## config.mk

```make
export PLATFORM = sky130hd
export DESIGN_NAME = rtc_timebase
export DESIGN_NICKNAME = d
export VERILOG_FILES = /design/src/rtl/rtcb_pkg.sv /design/src/rtl/rtcb_divider.sv /design/src/rtl/rtcb_precnt.sv /design/src/rtl/rtcb_maincnt.sv /design/src/rtl/rtc_timebase.sv
export SDC_FILE = /design/constraint.sdc
export NUM_CORES = 1
export LEC_CHECK = 0
export BUFFER_PORTS_ARGS = -buffer_cell sky130_fd_sc_hd__buf_2
export CAP_MARGIN = 10
export CORE_ASPECT_RATIO = 1.2
export CORE_MARGIN = 4
export CORE_UTILIZATION = 54
export CTS_BUF_LIST = sky130_fd_sc_hd__clkbuf_4
export DETAILED_ROUTE_END_ITERATION = 10
export PLACE_DENSITY = 0.88
export SETUP_SLACK_MARGIN = 0.5
export SLEW_MARGIN = 0
export SYNTH_ARGS = -nofsm -noshare
export SYNTH_HDL_FRONTEND = slang
export SYNTH_SLANG_ARGS = --single-unit
export TNS_END_PERCENT = 50
```

## constraint.sdc

```tcl
create_clock -name clk -period 4.9 [get_ports clk]
set_input_delay 0.49 -clock clk [delete_from_list [all_inputs] [get_ports clk]]
set_output_delay 0.49 -clock clk [all_outputs]
set_load 0.05 [all_outputs]
```

## src/rtl/rtcb_pkg.sv

```systemverilog
package rtcb_pkg;
    localparam int PRE_W  = 15;
    localparam int MAIN_W = 32;
    localparam int CODE_W = $clog2(PRE_W + 1);

    typedef enum logic {
        ADV_PRESC = 1'b0,
        ADV_MATCH = 1'b1
    } adv_src_e;

    typedef struct packed {
        logic active;
        logic restart;
    } run_ctl_t;
endpackage

```

## src/rtl/rtcb_divider.sv

```systemverilog
module rtcb_divider #(
    parameter int PRE_W  = rtcb_pkg::PRE_W,
    parameter int CODE_W = rtcb_pkg::CODE_W
) (
    input  logic              clk,
    input  logic              rst,
    input  rtcb_pkg::run_ctl_t ctl,
    input  logic [CODE_W-1:0] code,
    output logic              fire
);
    logic [PRE_W-1:0] phase;
    logic [PRE_W:0]   weight;
    logic [PRE_W-1:0] mask;

    always_comb begin
        weight = (PRE_W + 1)'(1) << code;
        mask   = weight[PRE_W-1:0] - PRE_W'(1);
        fire   = ctl.active && ((phase & mask) == mask);
    end

    always_ff @(posedge clk) begin
        if (rst || ctl.restart) begin
            phase <= '0;
        end else if (ctl.active) begin
            phase <= phase + PRE_W'(1);
        end
    end
endmodule

```

## src/rtl/rtcb_precnt.sv

```systemverilog
module rtcb_precnt #(
    parameter int PRE_W = rtcb_pkg::PRE_W
) (
    input  logic             clk,
    input  logic             rst,
    input  logic             active,
    input  logic             wr,
    input  logic [PRE_W-1:0] wdata,
    input  logic             top_en,
    input  logic [PRE_W-1:0] cmp,
    output logic             hit,
    output logic [PRE_W-1:0] cnt
);
    always_comb hit = (cnt == cmp);

    always_ff @(posedge clk) begin
        if (rst) begin
            cnt <= '0;
        end else if (wr) begin
            cnt <= wdata;
        end else if (active) begin
            if (top_en && hit) cnt <= '0;
            else               cnt <= cnt + PRE_W'(1);
        end
    end
endmodule

```

## src/rtl/rtcb_maincnt.sv

```systemverilog
module rtcb_maincnt #(
    parameter int MAIN_W = rtcb_pkg::MAIN_W
) (
    input  logic              clk,
    input  logic              rst,
    input  logic              step,
    input  logic              wr,
    input  logic [MAIN_W-1:0] wdata,
    input  logic              top_en,
    input  logic [MAIN_W-1:0] top_val,
    output logic [MAIN_W-1:0] cnt,
    output logic              tick_ev,
    output logic              ovf_ev
);
    localparam logic [MAIN_W-1:0] ALL_ONES = '1;

    logic wrap;
    always_comb wrap = (top_en && cnt == top_val) || (cnt == ALL_ONES);

    always_ff @(posedge clk) begin
        if (rst) begin
            cnt     <= '0;
            tick_ev <= 1'b0;
            ovf_ev  <= 1'b0;
        end else begin
            tick_ev <= step && !wr;
            ovf_ev  <= step && !wr && wrap;
            if (wr) begin
                cnt <= wdata;
            end else if (step) begin
                cnt <= wrap ? '0 : cnt + MAIN_W'(1);
            end
        end
    end
endmodule

```

## src/rtl/rtc_timebase.sv

```systemverilog
module rtc_timebase
    import rtcb_pkg::*;
#(
    parameter int PW = rtcb_pkg::PRE_W,
    parameter int MW = rtcb_pkg::MAIN_W,
    parameter int CW = rtcb_pkg::CODE_W
) (
    input  logic          clk,
    input  logic          rst,
    input  logic          start_i,
    input  logic          stop_i,
    input  logic          dbg_halt_i,
    input  logic          dbg_run_i,
    input  logic          tick_sel_i,
    input  logic [CW-1:0] presc_code_i,
    input  logic          pre_top_en_i,
    input  logic          main_top_en_i,
    input  logic [MW-1:0] ch0_cmp_i,
    input  logic [MW-1:0] ch1_cmp_i,
    input  logic          pre_wr_i,
    input  logic [PW-1:0] pre_wdata_i,
    input  logic          main_wr_i,
    input  logic [MW-1:0] main_wdata_i,
    output logic [PW-1:0] pre_cnt_o,
    output logic [MW-1:0] main_cnt_o,
    output logic [MW-1:0] comb_cnt_o,
    output logic          running_o,
    output logic          tick_o,
    output logic          ovf_o
);
    localparam int HI_W = MW - PW;

    logic     running;
    run_ctl_t ctl;
    adv_src_e src;
    logic     div_fire;
    logic     pre_hit;
    logic     step;

    always_ff @(posedge clk) begin
        if (rst)          running <= 1'b0;
        else if (stop_i)  running <= 1'b0;
        else if (start_i) running <= 1'b1;
    end

    always_comb begin
        ctl.active  = running && !(dbg_halt_i && !dbg_run_i);
        ctl.restart = start_i && !stop_i;
        src         = adv_src_e'(tick_sel_i);
        step        = (src == ADV_MATCH) ? (ctl.active && pre_hit) : div_fire;
    end

    rtcb_divider #(.PRE_W(PW), .CODE_W(CW)) u_div (
        .clk  (clk),
        .rst  (rst),
        .ctl  (ctl),
        .code (presc_code_i),
        .fire (div_fire)
    );

    rtcb_precnt #(.PRE_W(PW)) u_pre (
        .clk    (clk),
        .rst    (rst),
        .active (ctl.active),
        .wr     (pre_wr_i),
        .wdata  (pre_wdata_i),
        .top_en (pre_top_en_i),
        .cmp    (ch0_cmp_i[PW-1:0]),
        .hit    (pre_hit),
        .cnt    (pre_cnt_o)
    );

    rtcb_maincnt #(.MAIN_W(MW)) u_main (
        .clk     (clk),
        .rst     (rst),
        .step    (step),
        .wr      (main_wr_i),
        .wdata   (main_wdata_i),
        .top_en  (main_top_en_i),
        .top_val (ch1_cmp_i),
        .cnt     (main_cnt_o),
        .tick_ev (tick_o),
        .ovf_ev  (ovf_o)
    );

    assign comb_cnt_o = {main_cnt_o[HI_W-1:0], pre_cnt_o};
    assign running_o  = running;
endmodule

```

==> results of run 1 <==
[placed cells by master (no fill, tap or decap), types with 3 or more instances in the layout]
cell type,n
a21oi_1,29
and2_1,6
clkinv_1,4
a221oi_1,4
nand4_1,27
buf_2,190
or3_1,7
o21ai_0,9
a2bb2oi_1,9
a32oi_1,6
and4_1,9
xor2_1,37
ha_1,4
o211ai_1,4
nand3b_1,3
nor2_1,65
nand2b_1,19
or4_1,3
nor3_1,14
o21a_1,3
and3_1,8
a211oi_1,5
a31oi_1,9
o21bai_1,3
a221o_1,14
clkbuf_4,10
nand2_1,51
xnor2_1,32
o21ai_1,3
nor4_1,10
a41oi_1,3
inv_1,19
nor4b_1,4
dfxtp_1,65
a311oi_1,3
nand3_1,46
nor2b_1,8
[sequential cells by signal (all words and copies together), names as in the netlist]
signal	flops
u_main.ovf_ev	1
u_pre.cnt	15
u_main.tick_ev	1
u_main.cnt	32
running_o	1
u_div.phase	15
[metrics by stage]
| step | std cells | instance area [um2] |
|---|---|---|
| final | 912 | 5820 |
| after global routing | 912 | 5820 |
| after CTS | 912 | 5820 |
| after detailed placement | 896 | 5720 |
| after global placement | 896 | 5720 |
| after floorplan | 653 | 5030 |
[per-layer routing]
| metal | wire [um] | vias up | track usage |
|---|---|---|---|
| met5 | 0 | - | 0 |
| met4 | 646 | 0 | 0.155 |
| met3 | 1520 | 50 | 0.0620 |
| met2 | 8440 | 321 | 0.519 |
| met1 | 5900 | 2629 | 0.329 |
| li1 | - | 2614 | - |
[path summary, 6_finish.rpt]
path,slack [ns],end,cells past startpoint
max,1.74,u_main.cnt[18],7
min,0.22,running_o,2
max reg2reg,1.74,u_main.cnt[18],7
min reg2reg,0.51,u_div.phase[1],2
[cell usage after synthesis (all sizes together) (3+ instances only)]
master / instances
and2: 10
a211oi: 5
and4: 9
o21a: 3
nand2b: 19
a311oi: 4
buf: 48
xor2: 37
a41oi: 3
nor2: 65
a21oi: 29
nand3: 47
nor2b: 8
ha: 4
nor4b: 5
o21ai: 12
a2bb2oi: 9
and3: 8
a221o: 14
nand2: 52
nand3b: 3
nor4: 12
or4: 3
o211ai: 4
dfxtp: 65
inv: 19
nand4: 28
a32oi: 6
a221oi: 4
or3: 7
o21bai: 3
nor3b: 3
nor3: 17
xnor2: 32
clkbuf: 21
a31oi: 9
[logic make-up after synthesis]
logic type      count (synthesis)  synth area share
compound gates                125             0.186
xor+xnor                       69             0.120
flops                          65             0.259
buf+inv                        88            0.0988
simple gates                  302             0.327
fa+ha+maj                       4           0.00995
[final cells by class]
type,count,area [um2]
Inverter,19,71.3
Tap cell,120,150
Fill cell,847,3260
Multi-Input combinational cell,500,3230
Clock inverter,6,25.0
Timing Repair Buffer,192,966
Clock buffer,10,75.1
Sequential cell,65,1300
[worst register-to-register path: stages, from the launching register on]
cell and delay (ns):
dfxtp_1 0.62, xor2_1 0.13, or4_1 0.55, nor3_2 0.15, nand4_2 0.69, and2_0 0.56
nand3_1 0.19, a311oi_1 0.13
[power groups by stage]
stage	clock network (mW)	registers, mW	logic, mW
floorplan	0	0.692	0.239
global placement	0	0.622	0.411
detailed placement	0	0.625	0.418
CTS	0.303	0.613	0.420
global route	0.327	0.620	0.450
finish	0.303	0.615	0.422
==> impl_metrics.py, run 1 <==
metrics = {
    "grt": {
        "grt_pass1_wl_um": 25500,
        "grt_max_degree": 53,
        "grt_overflow": 0,
        "antenna_found_initial": 0,
        "grt_pass1_vias": 5316,
        "globalRouteTotalUtil": 0.296,
    },
    "clock_tree": {
        "clkLatencyLatePin_ns": 0.44,
        "cts_resized": 0,
        "cts_tree": "done",
        "cts.sinks": 65,
        "ctsHoldBuffers": 0,
        "clock_path_buffers": 2,
        "cts_setup_buffers": 0,
        "clk_pin_slew_worst_paths_ns": 0.11,
        "root_buffer": "clkbuf_4",
        "cts_inserted_buffers": 9,
        "h-tree-depth": 3,
    },
    "layout": {
        "drive_gt1_frac": 0.280,
        "layout.nets": 917,
        "final_util": 0.641,
        "area_growth_pct": 15.7,
        "n_antenna_cell": 0,
    },
    "routing": {
        "post_drt_wl_per_cell_um": 18.1,
        "drt-pass1-iter-count": 5,
        "avgViaCountPerCell": 6.16,
        "drt_iter0_markers": 368,
        "remaining_drc_errors": 0,
        "vias": 5614,
        "ant_nets": 0,
        "drt_wl_total_um": 16500,
    },
    "floorplanning": {
        "die_y_um": 114,
        "coreArea_um2": 9080,
        "rows": 38,
        "pin_count": 208,
        "dieArea_um2": 10900,
        "fp.dieW_um": 96.1,
        "start_util": 0.554,
    },
    "sta": {
        "fin_setup_tns_ns": 0,
        "clock_skew_ns": 0.0123,
        "setup_viol": 0,
        "finalHoldViolCount": 0,
        "max_freq_ghz": 0.316,
        "setup_slack_ns": 1.74,
        "finalCriticalPeriod_ns": 3.16,
        "drv_slew": 0,
        "relSlewSlack": 0.199,
        "hold_ws_ns": 0.216,
        "finalCritPeriodShare": 0.645,
        "rsz0062_at_grt": "false",
        "worst_pin_slew_ns": 1.20,
    },
    "power_and_ir_drop": {
        "clkPwrFrac": 0.226,
        "peakVddDrop_uv": 151,
        "combPwrFrac": 0.315,
        "netSwitchingPower_mw": 0.549,
        "p_leak_nw": 2.51,
        "internal-power_mw": 0.792,
        "pwr-share-seq": 0.459,
        "power.density_nw_per_um2": 230,
        "power_mw": 1.34,
        "p_sw_frac": 0.409,
    },
    "synthesis": {
        "synth_warnings": 0,
        "yosysSeqAreaShare": 0.259,
        "synth_area_leaders": "dfxtp_1 (26%), xor2_1 (6.4%), xnor2_1 (5.6%)",
        "ys_async_sr_fraction": 0,
        "synth_area_leader_cell": "dfxtp_1",
        "synth-edff-count": 0,
        "postSynthAreaPerCell_um2": 7.70,
        "synthesis.nets": 783,
        "synth-seq-cells": 65,
        "yosys.area.top_type_share": 0.259,
        "ys_types": 71,
        "syn_inst": 653,
        "synthFlopType": "dfxtp_1",
        "synth_area_um2": 5030,
    },
    "placement": {
        "dpl.hpwl_um": 12700,
        "gp_congestion": 0.913,
        "pre_cts_slack_ns": 1.61,
        "portBuffers": 190,
    },
    "worst_setup_path": {
        "max_stage_delay_ns": 0.68,
        "slowest_stage": "nand4_2",
        "path_cells": "xor2_1, or4_1, nor3_2, nand4_2, and2_0, nand3_1, a311oi_1",
        "r2r_start": "u_main.cnt[2]",
        "required_ns": 5.20,
        "critPathTopFamily": "simple AND/OR/NAND/NOR gates",
        "cp-start-kind": "flop",
        "critPathBufInv": 0,
        "cp-startpoint": "u_main.cnt[2]",
        "end_kind": "flop",
        "criticalPathCategory": "flop to flop",
        "path_max_fanout": 32,
        "cp.arrival_ns": 3.46,
    },
    "status": {
        "outcome": "finished clean",
    },
    "min_path": {
        "min_from": "stop_i",
        "hp-class": "primary input to flop",
    },
    "flow_run": {
        "max_cap_violations": 0,
    },
}
(Power assumes the default switching activity.)
==> run 2: changes to the inputs <==
--- a/config.mk
+++ b/config.mk
@@ -9,10 +9,10 @@
 export CAP_MARGIN = 10
 export CORE_ASPECT_RATIO = 1.2
 export CORE_MARGIN = 4
-export CORE_UTILIZATION = 54
+export CORE_UTILIZATION = 46
 export CTS_BUF_LIST = sky130_fd_sc_hd__clkbuf_4
 export DETAILED_ROUTE_END_ITERATION = 10
-export PLACE_DENSITY = 0.88
+export PLACE_DENSITY = 0.8
 export SETUP_SLACK_MARGIN = 0.5
 export SLEW_MARGIN = 0
 export SYNTH_ARGS = -nofsm -noshare
==> constraint.sdc (replaced) <==
create_clock -name clk -period 2.9 [get_ports clk]
set_input_delay 0.29 -clock clk [delete_from_list [all_inputs] [get_ports clk]]
set_output_delay 0.29 -clock clk [all_outputs]
set_load 0.05 [all_outputs]
==> run 2 against run 1 <==
Sequential share of layout area down 1.1 points. Critical path depth up 1. Global-route usage down 4.3 points. Power up 78%. Critical path type unchanged. Critical endpoint is now u_main.cnt[22].
==> impl_metrics.py, run 2 (synthesis gave the netlist of run 1 again) <==
metrics = {
    "sta": {
        "setup_viol": 0,
        "finalHoldViolCount": 0,
        "rsz0062_at_grt": "true",
        "worst_pin_slew_ns": 0.758,
        "finalCriticalPeriod_ns": 2.33,
        "finalCritPeriodShare": 0.802,
        "drv_slew": 0,
        "max_freq_ghz": 0.430,
        "fin_setup_tns_ns": 0,
        "relSlewSlack": 0.491,
        "clock_skew_ns": 0.0257,
    },
    "floorplanning": {
        "die_y_um": 123,
        "pin_count": 208,
        "start_util": 0.474,
        "fp.dieW_um": 103,
        "dieArea_um2": 12700,
        "rows": 41,
        "coreArea_um2": 10600,
    },
    "layout": {
        "ff_latch_area_um2": 1320,
        "largest_reg_flops": 32,
        "n_antenna_cell": 0,
        "fill_cells": 1013,
        "largest_registers": "u_main.cnt x32, u_div.phase x15, u_pre.cnt x15",
        "multiInputGateArea_um2": 3310,
        "final_cell_mix": "buf_2 (190), nor2_1 (61), nand2_1 (51)",
        "top_register": "u_main.cnt",
        "fin_area_um2": 6200,
        "layout.nets": 951,
        "final_common_cell": "buf_2",
        "area_growth_pct": 23.3,
        "drive_gt1_frac": 0.342,
    },
    "worst_setup_path": {
        "cp.arrival_ns": 2.62,
        "reg2regPathDepth": 8,
        "end_kind": "flop",
        "criticalPathCategory": "flop to flop",
        "reg2reg_slack_ns": 0.57,
        "path_max_fanout": 5,
        "r2r_start": "u_main.cnt[23]",
        "required_ns": 3.20,
        "cp-start-kind": "flop",
        "worstReg2RegEnd": "u_main.cnt[22]",
    },
    "status": {
        "outcome": "finished clean",
    },
    "clock_tree": {
        "clkLatencyLatePin_ns": 0.42,
        "root_buffer": "clkbuf_4",
        "ctsHoldBuffers": 0,
        "cts_inserted_buffers": 9,
        "cts.sinks": 65,
        "h-tree-depth": 3,
        "clk_pin_slew_worst_paths_ns": 0.13,
        "cts_tree": "done",
        "clock_path_buffers": 2,
    },
    "routing": {
        "vias": 5587,
        "drt_wl_total_um": 16500,
        "ant_nets": 0,
        "avgViaCountPerCell": 5.86,
        "drt-pass1-iter-count": 5,
        "drt_iter0_markers": 238,
        "post_drt_wl_per_cell_um": 17.4,
        "remaining_drc_errors": 0,
    },
    "grt": {
        "grt_pass1_wl_um": 25200,
        "antenna_found_initial": 0,
        "grt_max_degree": 52,
        "grt_pass1_vias": 5210,
        "grt_overflow": 0,
        "globalRouteTotalUtil": 0.253,
    },
    "power_and_ir_drop": {
        "p_leak_nw": 2.70,
        "power.density_nw_per_um2": 384,
        "peakVddDrop_uv": 197,
    },
    "min_path": {
        "holdPathStages": 2,
        "hp-class": "primary input to flop",
        "min_from": "stop_i",
        "min_to": "running_o",
    },
    "flow_run": {
        "max_cap_violations": 0,
    },
    "placement": {
        "dpl.hpwl_um": 12900,
        "dpl_cell_area_um2": 5990,
        "portBuffers": 190,
        "gp_congestion": 0.952,
    },
}
[run 2: cell types whose count changed in the layout (fill, tap and decap cells not counted), sizes merged]
cell      before  now
buf          192  225
clkinv         6    2
bufinv         0    1
clkinvlp       0    1
nor3          17   18
[run 2: worst max-delay path by stage]
stage	start	endpoint	slack, ns	cells after the start
finish	u_main.cnt[23]	u_main.cnt[22]	0.57	8
floorplan	presc_code_i[2]	u_main.cnt[0]	0.44	11
detailed placement	presc_code_i[0]	u_main.cnt[9]	0.004	11
global placement	presc_code_i[0]	u_main.cnt[8]	0.05	11
global route	u_main.cnt[23]	u_main.cnt[22]	0.47	8
CTS	u_main.cnt[24]	u_main.cnt[6]	0.49	7
[run 2: power breakdown]
part	switching (mW)	internal (mW)
Sequential	0.0795	0.940
Combinational	0.509	0.256
Clock	0.338	0.260
Total	0.927	1.46
[run 2: routing by layer]
metal | vias to the layer above | share of wire | track usage | wire length [um]
li1 | 2681 | - | - | -
met1 | 2574 | 0.37 | 0.292 | 6160
met2 | 281 | 0.49 | 0.447 | 8170
met3 | 51 | 0.093 | 0.0449 | 1540
met4 | 0 | 0.040 | 0.117 | 665
met5 | - | 0 | 0 | 0
[run 2: cell type report]
class                   count  share of cell area
clock buffers              10              0.0121
clock inverters             4             0.00746
inverters                  19              0.0115
multi-input cells         501               0.534
flip-flops and latches     65               0.213
well taps                 129              0.0260
repair buffers            225               0.196
[run 2: metrics by stage]
stage | worst slack [ns] | total power [mW] | std cells | hold slack [ns] | util
5_1_grt | 0.475 | 2.48 | 953 | 0.0323 | 0.584
3_3_place_gp | 0.0469 | 1.79 | 935 | 0.471 | 0.565
3_5_place_dp | 0.00424 | 1.80 | 935 | 0.471 | 0.565
2_1_floorplan | 0.442 | 1.58 | 653 | 0.367 | -
4_1_cts | 0.494 | 2.38 | 951 | 0.0192 | 0.579
6_report | 0.573 | 2.38 | 953 | 0.0488 | 0.584
[run 2: what timing repair did]
| action | in CTS | in global routing |
|---|---|---|
| cloned | 1 | 0 |
| buffers inserted | 1 | 2 |
| gates resized for setup | 3 | 11 |
| setup endpoints to repair | 16 | 25 |
| pin swaps | 1 | 2 |
[run 2: worst max-delay path: stages (launching register included)]
cell	delay (ns)
dfxtp_1	0.36
xor2_1	0.17
or4_1	0.54
nor3_2	0.25
nand4_4	0.19
buf_4	0.21
nand2_2	0.09
o21ai_0	0.10
a211o_1	0.29
